`config.mk`:
```
export PLATFORM = sky130hd
export DESIGN_NAME = sbus_target
export DESIGN_NICKNAME = d
export VERILOG_FILES = /design/src/rtl/sbus_pkg.sv /design/src/rtl/sbus_decode.sv /design/src/rtl/sbus_waitgen.sv /design/src/rtl/sbus_rdlane.sv /design/src/rtl/sbus_target.sv
export SDC_FILE = /design/constraint.sdc
export NUM_CORES = 1
export LEC_CHECK = 0
export BUFFER_PORTS_ARGS = -buffer_cell sky130_fd_sc_hd__buf_2
export CAP_MARGIN = 10
export CORE_MARGIN = 2
export CORE_UTILIZATION = 46
export DETAILED_ROUTE_END_ITERATION = 7
export PLACE_DENSITY = 0.95
export RECOVER_POWER = 100
export SYNTH_ARGS = -nofsm -noshare
export SYNTH_HDL_FRONTEND = slang
export SYNTH_SLANG_ARGS = --single-unit
```
`constraint.sdc`:
```
create_clock -name clk -period 2.7 [get_ports clk]
set_input_delay 0 -clock clk [delete_from_list [all_inputs] [get_ports clk]]
set_output_delay 0 -clock clk [all_outputs]
set_load 0.005 [all_outputs]
```
`src/rtl/sbus_pkg.sv`:
```
package sbus_pkg;

    typedef enum logic [1:0] {
        ST_IDLE   = 2'd0,
        ST_WAIT   = 2'd1,
        ST_ACCESS = 2'd2,
        ST_ACK    = 2'd3
    } sbus_state_e;

    localparam logic [1:0] SZ_LONG = 2'b00;
    localparam logic [1:0] SZ_BYTE = 2'b01;
    localparam logic [1:0] SZ_WORD = 2'b10;

    typedef struct packed {
        logic [3:0] be;
        logic       rd;
    } sbus_req_t;

    // Lane enables, bit 3 = lane 0 = data[31:24]
    function automatic logic [3:0] lane_enables(input logic [1:0] siz, input logic [1:0] a);
        logic [3:0] r;
        case (siz)
            SZ_BYTE: r = 4'b1000 >> a;
            SZ_WORD: r = a[1] ? 4'b0011 : 4'b1100;
            default: r = 4'b1111;
        endcase
        return r;
    endfunction

endpackage

```
`src/rtl/sbus_decode.sv`:
```
module sbus_decode
    import sbus_pkg::*;
#(
    parameter logic [31:0] WIN_BASE = 32'h4000_0000,
    parameter int          WIN_BITS = 16
) (
    input  logic [31:0] addr,
    input  logic [1:0]  siz,
    input  logic        ts_n,
    input  logic        tip_n,
    input  logic        burst,
    input  logic        burst_single,
    output logic        start,
    output logic [3:0]  be
);
    localparam int TAG_LSB = WIN_BITS;

    logic in_window;
    logic strobe;
    logic kind_ok;

    assign in_window = (addr[31:TAG_LSB] == WIN_BASE[31:TAG_LSB]);
    assign strobe    = !ts_n && !tip_n;
    assign kind_ok   = !burst || burst_single;
    assign start     = strobe && in_window && kind_ok;
    assign be        = lane_enables(siz, addr[1:0]);

endmodule

```
`src/rtl/sbus_waitgen.sv`:
```
module sbus_waitgen #(
    parameter int CW = 4
) (
    input  logic          clk,
    input  logic          rst,
    input  logic          load,
    input  logic [CW-1:0] load_val,
    input  logic          dec,
    output logic          done
);
    logic [CW-1:0] cnt;

    always_ff @(posedge clk) begin
        if (rst)
            cnt <= '0;
        else if (load)
            cnt <= load_val;
        else if (dec && cnt != '0)
            cnt <= cnt - 1'b1;
    end

    assign done = (cnt == '0);


    wait_step_chk: assert property (@(posedge clk) disable iff (rst)
        (dec && !load && !done) |=> (cnt == $past(cnt) - 1'b1));

endmodule

```
`src/rtl/sbus_rdlane.sv`:
```
module sbus_rdlane #(
    parameter int LANES = 4
) (
    input  logic               clk,
    input  logic               rst,
    input  logic               capture,
    input  logic [LANES-1:0]   be,
    input  logic [8*LANES-1:0] din,
    output logic [8*LANES-1:0] dout
);
    for (genvar i = 0; i < LANES; i++) begin : g_lane
        always_ff @(posedge clk) begin
            if (rst)
                dout[8*i +: 8] <= '0;
            else if (capture)
                dout[8*i +: 8] <= be[i] ? din[8*i +: 8] : 8'h00;
        end
    end

endmodule

```
`src/rtl/sbus_target.sv`:
```
module sbus_target
    import sbus_pkg::*;
#(
    parameter logic [31:0] WIN_BASE  = 32'h4000_0000,
    parameter int          WIN_BITS  = 16,
    parameter int          WAIT_BITS = 4
) (
    input  logic                 clk,
    input  logic                 rst,
    input  logic                 bus_ts_n,
    input  logic                 bus_tip_n,
    input  logic [31:0]          bus_addr,
    input  logic [1:0]           bus_siz,
    input  logic                 bus_rw,
    input  logic                 bus_burst,
    input  logic [31:0]          bus_wdata,
    output logic                 bus_ta_n,
    output logic [31:0]          bus_rdata,
    output logic                 bus_rdata_oe,
    input  logic [WAIT_BITS-1:0] cfg_wait,
    input  logic                 cfg_burst_single,
    output logic                 per_req,
    output logic                 per_we,
    output logic [WIN_BITS-1:0]  per_addr,
    output logic [3:0]           per_be,
    output logic [31:0]          per_wdata,
    input  logic [31:0]          per_rdata,
    input  logic                 per_ready
);
    localparam int LANES = 4;

    sbus_state_e          state;
    sbus_req_t            req;
    logic [WIN_BITS-1:0]  req_off;
    logic                 start;
    logic [3:0]           dec_be;
    logic                 accept;
    logic                 wait_done;
    logic                 rd_capture;
    logic [31:0]          rd_word;

    sbus_decode #(
        .WIN_BASE (WIN_BASE),
        .WIN_BITS (WIN_BITS)
    ) u_decode (
        .addr         (bus_addr),
        .siz          (bus_siz),
        .ts_n         (bus_ts_n),
        .tip_n        (bus_tip_n),
        .burst        (bus_burst),
        .burst_single (cfg_burst_single),
        .start        (start),
        .be           (dec_be)
    );

    assign accept = start && (state == ST_IDLE);

    sbus_waitgen #(
        .CW (WAIT_BITS)
    ) u_wait (
        .clk      (clk),
        .rst      (rst),
        .load     (accept),
        .load_val (cfg_wait),
        .dec      (state == ST_WAIT),
        .done     (wait_done)
    );

    always_ff @(posedge clk) begin
        if (rst) begin
            state   <= ST_IDLE;
            req     <= '0;
            req_off <= '0;
        end else begin
            case (state)
                ST_IDLE: begin
                    if (accept) begin
                        state   <= ST_WAIT;
                        req_off <= bus_addr[WIN_BITS-1:0];
                        req.be  <= dec_be;
                        req.rd  <= bus_rw;
                    end
                end
                ST_WAIT:   if (wait_done) state <= ST_ACCESS;
                ST_ACCESS: if (per_ready) state <= ST_ACK;
                default:   state <= ST_IDLE;
            endcase
        end
    end

    assign rd_capture = (state == ST_ACCESS) && per_ready;

    sbus_rdlane #(
        .LANES (LANES)
    ) u_rdlane (
        .clk     (clk),
        .rst     (rst),
        .capture (rd_capture),
        .be      (req.be),
        .din     (per_rdata),
        .dout    (rd_word)
    );

    assign bus_ta_n     = (state != ST_ACK);
    assign bus_rdata_oe = (state == ST_ACK) && req.rd;
    assign bus_rdata    = bus_rdata_oe ? rd_word : 32'h0;

    assign per_req   = (state == ST_ACCESS);
    assign per_we    = !req.rd;
    assign per_addr  = req_off;
    assign per_be    = req.be;
    assign per_wdata = bus_wdata;


    ta_single_chk: assert property (@(posedge clk) disable iff (rst)
        !bus_ta_n |=> bus_ta_n);


    oe_inside_ack_chk: assert property (@(posedge clk) disable iff (rst)
        bus_rdata_oe |-> !bus_ta_n);


    ack_after_ready_chk: assert property (@(posedge clk) disable iff (rst)
        $fell(bus_ta_n) |-> $past(per_req && per_ready));


    miss_ignored_chk: assert property (@(posedge clk) disable iff (rst)
        (state == ST_IDLE && !bus_ts_n && !bus_tip_n && !start) |=> !per_req && bus_ta_n);


    req_hold_chk: assert property (@(posedge clk) disable iff (rst)
        (per_req && !per_ready) |=> per_req && $stable(per_addr) && $stable(per_be) && $stable(per_we));


    be_width_chk: assert property (@(posedge clk) disable iff (rst)
        per_req |-> ($countones(per_be) == 1 || $countones(per_be) == 2 || $countones(per_be) == 4));

endmodule

```
==> results of run 1 <==
-- path summary, 6_finish.rpt --
path	startpoint	to	slack, ns	cells past startpoint
min	bus_wdata[14]	per_wdata[14]	0.000002	0
max reg2reg	state[0]$_SDFFE_PP0P_	u_rdlane.dout[10]$_SDFFE_PP0P_	0.51	6
min reg2reg	u_rdlane.dout[0]$_SDFFE_PP0P_	u_rdlane.dout[0]$_SDFFE_PP0P_	0.45	2
max	state[0]$_SDFFE_PP0P_	u_rdlane.dout[10]$_SDFFE_PP0P_	0.51	6
-- state kept, by name, summed over array words and instances (netlist names) --
register / flops
state: 2
per_addr: 16
u_rdlane.dout: 32
per_be: 4
u_wait.cnt: 4
req: 1
-- metrics by stage --
step	hold WS (ns)	total power (µW)	cells	utilization (%)	instance area, µm²
floorplan	0.08082	955.1	385	-	3042
detailed placement	0.00003458	984.7	531	53.86	3440
global placement	0.00003458	981.8	531	53.86	3440
CTS	0.00003458	1686	597	64.11	4094
finish	0.000001995	1681	597	63.13	4031
global route	0.000008341	1753	597	63.13	4031
-- repair_timing --
action,CTS,global route
endpoints found under the hold margin,50,0
gates resized for setup,0,0
hold buffers,50,0
-- cell usage in the layout (no fill, tap or decap), drive strengths merged --
cell type and instances:
o21ai 17, dfxtp 59, nor2 5, nand2 36
nor3 8, a211oi 3, buf 108, a2111oi 3
mux2i 1, or3b 1, nand4 1, xor2 1
and2 2, a31oi 1, nor4b 1, inv 11
nor4 5, nand3 53, o21a 1, xnor2 1
nor2b 1, nand2b 3, a21o 1, clkbuf 44
dlygate4sd3 50, and3 33, ha 7, nor3b 1
and4 1, a21oi 57, clkinv 3, o221ai 1
-- power groups by stage --
stage	logic, µW	registers [µW]	clock network (µW)
6_report	155	870	656
5_1_grt	167	870	716
4_1_cts	151	870	665
3_5_place_dp	95.0	890	0
3_3_place_gp	92.0	890	0
2_1_floorplan	65.4	890	0
-- layout make-up --
| cell class | instances | area (µm²) |
|---|---|---|
| clock inverter | 3 | 15.01 |
| tap | 77 | 96.34 |
| inverter | 11 | 41.29 |
| clock buffer | 13 | 138.9 |
| sequential | 59 | 1181 |
| multi-input combinational | 245 | 1389 |
| fill | 583 | 2355 |
| timing repair buffer | 189 | 1170 |
-- cells by family after synthesis --
family	count (synthesis)	synth area share, %
AOI/OAI and AO/OA	84	15.38
xor gates and xnor gates	2	0.5760
adders and majority gates	7	2.879
buffers and inverters	81	14.81
DFF	59	38.83
muxes	1	0.3291
and+or+nand+nor	151	27.19
-- layer usage --
layer,global-route usage (%),up-vias,share of wire (%)
met5,0,-,0
met4,11.11,0,2.3
met3,5.642,22,7.0
met2,45.67,167,52
met1,29.33,1496,39
li1,-,1557,-
==> metrics.csv, run 1 <==
metric,value,unit
dpl ws,0.5896,ns
setup bufs post-CTS,0,
Crit path max-delay family,simple AND/OR/NAND/NOR gates,
Pins Over Slew Limit,0,
Final GP Congestion,0.7966,
I/O pin count,198,
cell row count,29,
Inserted Clock Buffers,9,
DR WL/cell,15.67,µm
Sw Pwr,385.9,µW
largest net degree at the start of global routing,48,
initial antenna violation count,0,
"Seq/Total Area, Yosys",38.83,%
CTS tree,yes,
final WL,9353,µm
CP Capture Type,flip-flop,
Cells after Synth,385,
Flop pwr share,51.8,%
Num Clock Sinks,59,
DR vias,3242,
CP Cell Sequence,inv_1 -> ha_1 -> and2_0 -> clkbuf_2 -> nand3_1 -> a21oi_1,
Bufs on Longest Clock Path,2,
clock network fraction of design power,39.0,%
min Tclk post-route,2.187,ns
# nets final,632,
Pleak,0.001732,µW
number of remaining DRC errors,0,
worst clock skew,0.01334,ns
Net Sw Frac,22.95,%
synth unique cells,38,
Buf/Inv on CP,2,
top cell type's share of synthesized area,38.83,%
GRT Resource Usage Total,25.64,%
chip height,85.32,µm
Max VDD drop,0.0002703,V
syn nets,502,
Max Cap Violations,0,
WP data required,2.96,ns
Iter 0 DRT Violations,179,
clk_lat worst skew,0.33,ns
H-Tree Depth,3,
Crit path arrival time,2.44,ns
drt pass-1 iters,7,
worst setup margin,0.5130,ns
Post-DRT Antenna Nets,0,
"EDFF count, synth",0,
P per Cell Area,417.1,nW/µm²
number of global-route vias before repair,3167,
setup TNS,0,ns
Int Pwr,1295,µW
dominant cell type by area after synthesis,dfxtp_1,
"FFs w/ async S/R, synth",0,%
Least-Margin Pin Slew,0.9157,ns
Congestion Overflow GR,0,
synth-to-layout area growth,32.54,%
Max-slew headroom,38.95,%
most frequent cell after synthesis,dfxtp_1,
die extent in x,85.32,µm
first-pass GRT wire length,14750,µm
period utilization,81.00,%
synthesized area,3042,µm²
Core Area,6386,µm²
Crit Path Max Fanout,20,
RSZ-0062 raised after global routing,no,
Die Footprint,7279,µm²
Vias/cell,5.430,
Max Freq,0.4572,GHz
main flop type after synthesis,dfxtp_1,
Comb power frac,9.2,%
WS Path Type,reg -> reg,
clk slew on worst S/H paths,0.06,ns
critical path's largest stage delay,0.63,ns
PortBufs,133,
CTS root buf,clkbuf_8,
final setup violation count,0,
Synth top cells by count,"dfxtp_1 (59), a21oi_1 (57), nand3_1 (52)",
post-DP HPWL,6009,µm
worst hold-check path type,in -> out,
diode count,0,
average size of a mapped cell,7.900,µm²
share of cells above drive strength 1,24.62,%
Starting Density,47.63,%
CP Launch Type,flip-flop,
Final Hold Fails,0,
Yosys Warn Count,0,
status,completed,
"Slowest-stage cell, CP",and2_0,
Yosys reg bits,59,
Area contributors post-synth,"dfxtp_1 (39%), a21oi_1 (9.4%), buf_4 (9.1%)",
Note: power is estimated with default switching activity, not from simulation.
==> inputs of run 2 (changes only) <==
--- a/config.mk
+++ b/config.mk
@@ -8,9 +8,9 @@
 export BUFFER_PORTS_ARGS = -buffer_cell sky130_fd_sc_hd__buf_2
 export CAP_MARGIN = 10
 export CORE_MARGIN = 2
-export CORE_UTILIZATION = 46
+export CORE_UTILIZATION = 42
 export DETAILED_ROUTE_END_ITERATION = 7
-export PLACE_DENSITY = 0.95
+export PLACE_DENSITY = 0.89
 export RECOVER_POWER = 100
 export SYNTH_ARGS = -nofsm -noshare
 export SYNTH_HDL_FRONTEND = slang
==> constraint.sdc (replaced) <==
create_clock -name clk -period 2.1 [get_ports clk]
set_input_delay 0 -clock clk [delete_from_list [all_inputs] [get_ports clk]]
set_output_delay 0 -clock clk [all_outputs]
set_load 0.005 [all_outputs]
==> run 2 against run 1 <==
Net effect:
- global-route usage shrank 2.5 points
- sequential share of layout area shrank 0.78 points
- hold slack about the same
- clock skew fell by 0.0036 ns
- critical endpoint is now per_addr[14]$_SDFFE_PP0P_
- power rose by 40%
- sequential power increased by 29%
==> metrics.csv, run 2 (synthesis results as in run 1) <==
metric,value,unit
post-DP HPWL,5812,µm
Post-DRT Antenna Nets,0,
Max-slew headroom,38.63,%
# nets final,638,
GRT Resource Usage Total,23.15,%
CP Cell Sequence,inv_1 -> ha_1 -> nand4_1 -> clkbuf_1 -> o21ai_0 -> a21oi_1,
P per Cell Area,567.4,nW/µm²
fin area,4141,µm²
placed inst area,3505,µm²
Max Freq,0.5251,GHz
post-cts resize count,0,
Crit Path Max Fanout,10,
Pins Over Slew Limit,0,
min Tclk post-route,1.905,ns
drt pass-1 iters,4,
max reg flops,32,
Net Sw Frac,21.28,%
Pleak,0.001712,µW
diode count,0,
Sw Pwr,500.0,µW
Congestion Overflow GR,0,
multi-input logic area,1408,µm²
share of cells above drive strength 1,22.86,%
CTS tree,yes,
first-pass GRT wire length,14150,µm
Bufs on Longest Clock Path,2,
H-Tree Depth,3,
largest net degree at the start of global routing,40,
final WL,9627,µm
Num Clock Sinks,59,
setup TNS,0,ns
"commonest non-fill, non-tap cells in the layout","buf_2 (89), dfxtp_1 (59), a21oi_1 (57), nand3_1 (52), dlygate4sd3_1 (51)",
CP Launch Type,flip-flop,
number of global-route vias before repair,3200,
"Slowest-stage cell, CP",nand4_1,
final setup violation count,0,
Final Hold Fails,0,
I/O pin count,198,
Max VDD drop,0.0002801,V
clk_lat worst skew,0.33,ns
Biggest register,u_rdlane.dout,
critical path's largest stage delay,0.37,ns
RSZ-0062 raised after global routing,no,
Die Footprint,7939,µm²
Iter 0 DRT Violations,96,
clk slew on worst S/H paths,0.07,ns
cell row count,31,
Pwr Total,2350,µW
Final GP Congestion,0.8310,
Comb power frac,8.5,%
Core Area,7137,µm²
Hold Slack,0.000002274,ns
WS Path Type,reg -> reg,
number of remaining DRC errors,0,
synth-to-layout area growth,36.16,%
Vias/cell,5.303,
chip height,89.10,µm
WP data required,2.32,ns
CTS root buf,clkbuf_8,
number of fillers in the final layout,673,
Starting Density,42.62,%
initial antenna violation count,0,
period utilization,90.69,%
"commonest non-fill, non-tap cell in the layout",buf_2,
Flop pwr share,47.6,%
Crit path arrival time,2.12,ns
CP Capture Type,flip-flop,
Inserted Clock Buffers,9,
Least-Margin Pin Slew,0.9192,ns
Final Core Density,58.03,%
worst clock skew,0.009751,ns
clock network fraction of design power,43.9,%
Max Cap Violations,0,
die extent in x,89.10,µm
status,completed,
DR vias,3309,
FF+latch area,1181,µm²
PortBufs,133,
Int Pwr,1850,µW
DR WL/cell,15.43,µm
worst hold-check path type,in -> out,
run 2: power groups by stage:
stage	registers, µW	logic, µW	clock network, µW
4_1_cts	1120	196	1050
2_1_floorplan	1140	84.1	0
3_3_place_gp	1140	120	0
3_5_place_dp	1140	122	0
6_report	1120	201	1030
5_1_grt	1120	217	1090
run 2: final cells by class:
| cell class | count | share of cell area (%) |
|---|---|---|
| Multi-Input combinational cell | 245 | 33.99 |
| Timing Repair Buffer | 195 | 28.82 |
| Sequential cell | 59 | 28.52 |
| Clock buffer | 13 | 3.837 |
| Tap cell | 99 | 2.991 |
| Inverter | 11 | 0.9970 |
| Clock inverter | 2 | 0.8459 |
run 2: worst max-delay path: cells and delay by family (launching register included):
| kind | cells | cell delay, ns |
|---|---|---|
| AO/OA/AOI/OAI | 2 | 0.37 |
| flip-flops | 1 | 0.35 |
| adder cells (fa/ha/maj) | 1 | 0.28 |
| AND/OR/NAND/NOR | 1 | 0.37 |
| buffers and inverters | 2 | 0.42 |
run 2: metrics by stage:
stage,setup slack [ns],instances
after CTS,0.2550,624
after floorplan,0.4706,385
final,0.1954,624
after global placement,0.4188,558
after detailed placement,0.3162,558
after global routing,0.06651,624
run 2: path summary, 6_finish.rpt:
path | start | endpoint | slack [ns] | cells after the start
worst max-delay path | state[1]$_SDFFE_PP0P_ | per_addr[14]$_SDFFE_PP0P_ | 0.20 | 6
worst min-delay path | bus_wdata[14] | per_wdata[14] | 0.000002 | 0
worst max register to register | state[1]$_SDFFE_PP0P_ | per_addr[14]$_SDFFE_PP0P_ | 0.20 | 6
worst min register to register | u_rdlane.dout[5]$_SDFFE_PP0P_ | u_rdlane.dout[5]$_SDFFE_PP0P_ | 0.45 | 2
run 2: metal layers:
layer / track usage (%) / share of wire, % / vias up
met5: 0 / 0 / -
li1: - / - / 1568
met2: 42.63 / 52 / 158
met1: 23.59 / 38 / 1545
met4: 14.11 / 3.5 / 0
met3: 5.171 / 6.4 / 38
run 2: repair_timing:
item	4_1_cts	5_1_grt
hold buffers	51	0
hold endpoints to repair	51	0
setup buffers	0	0
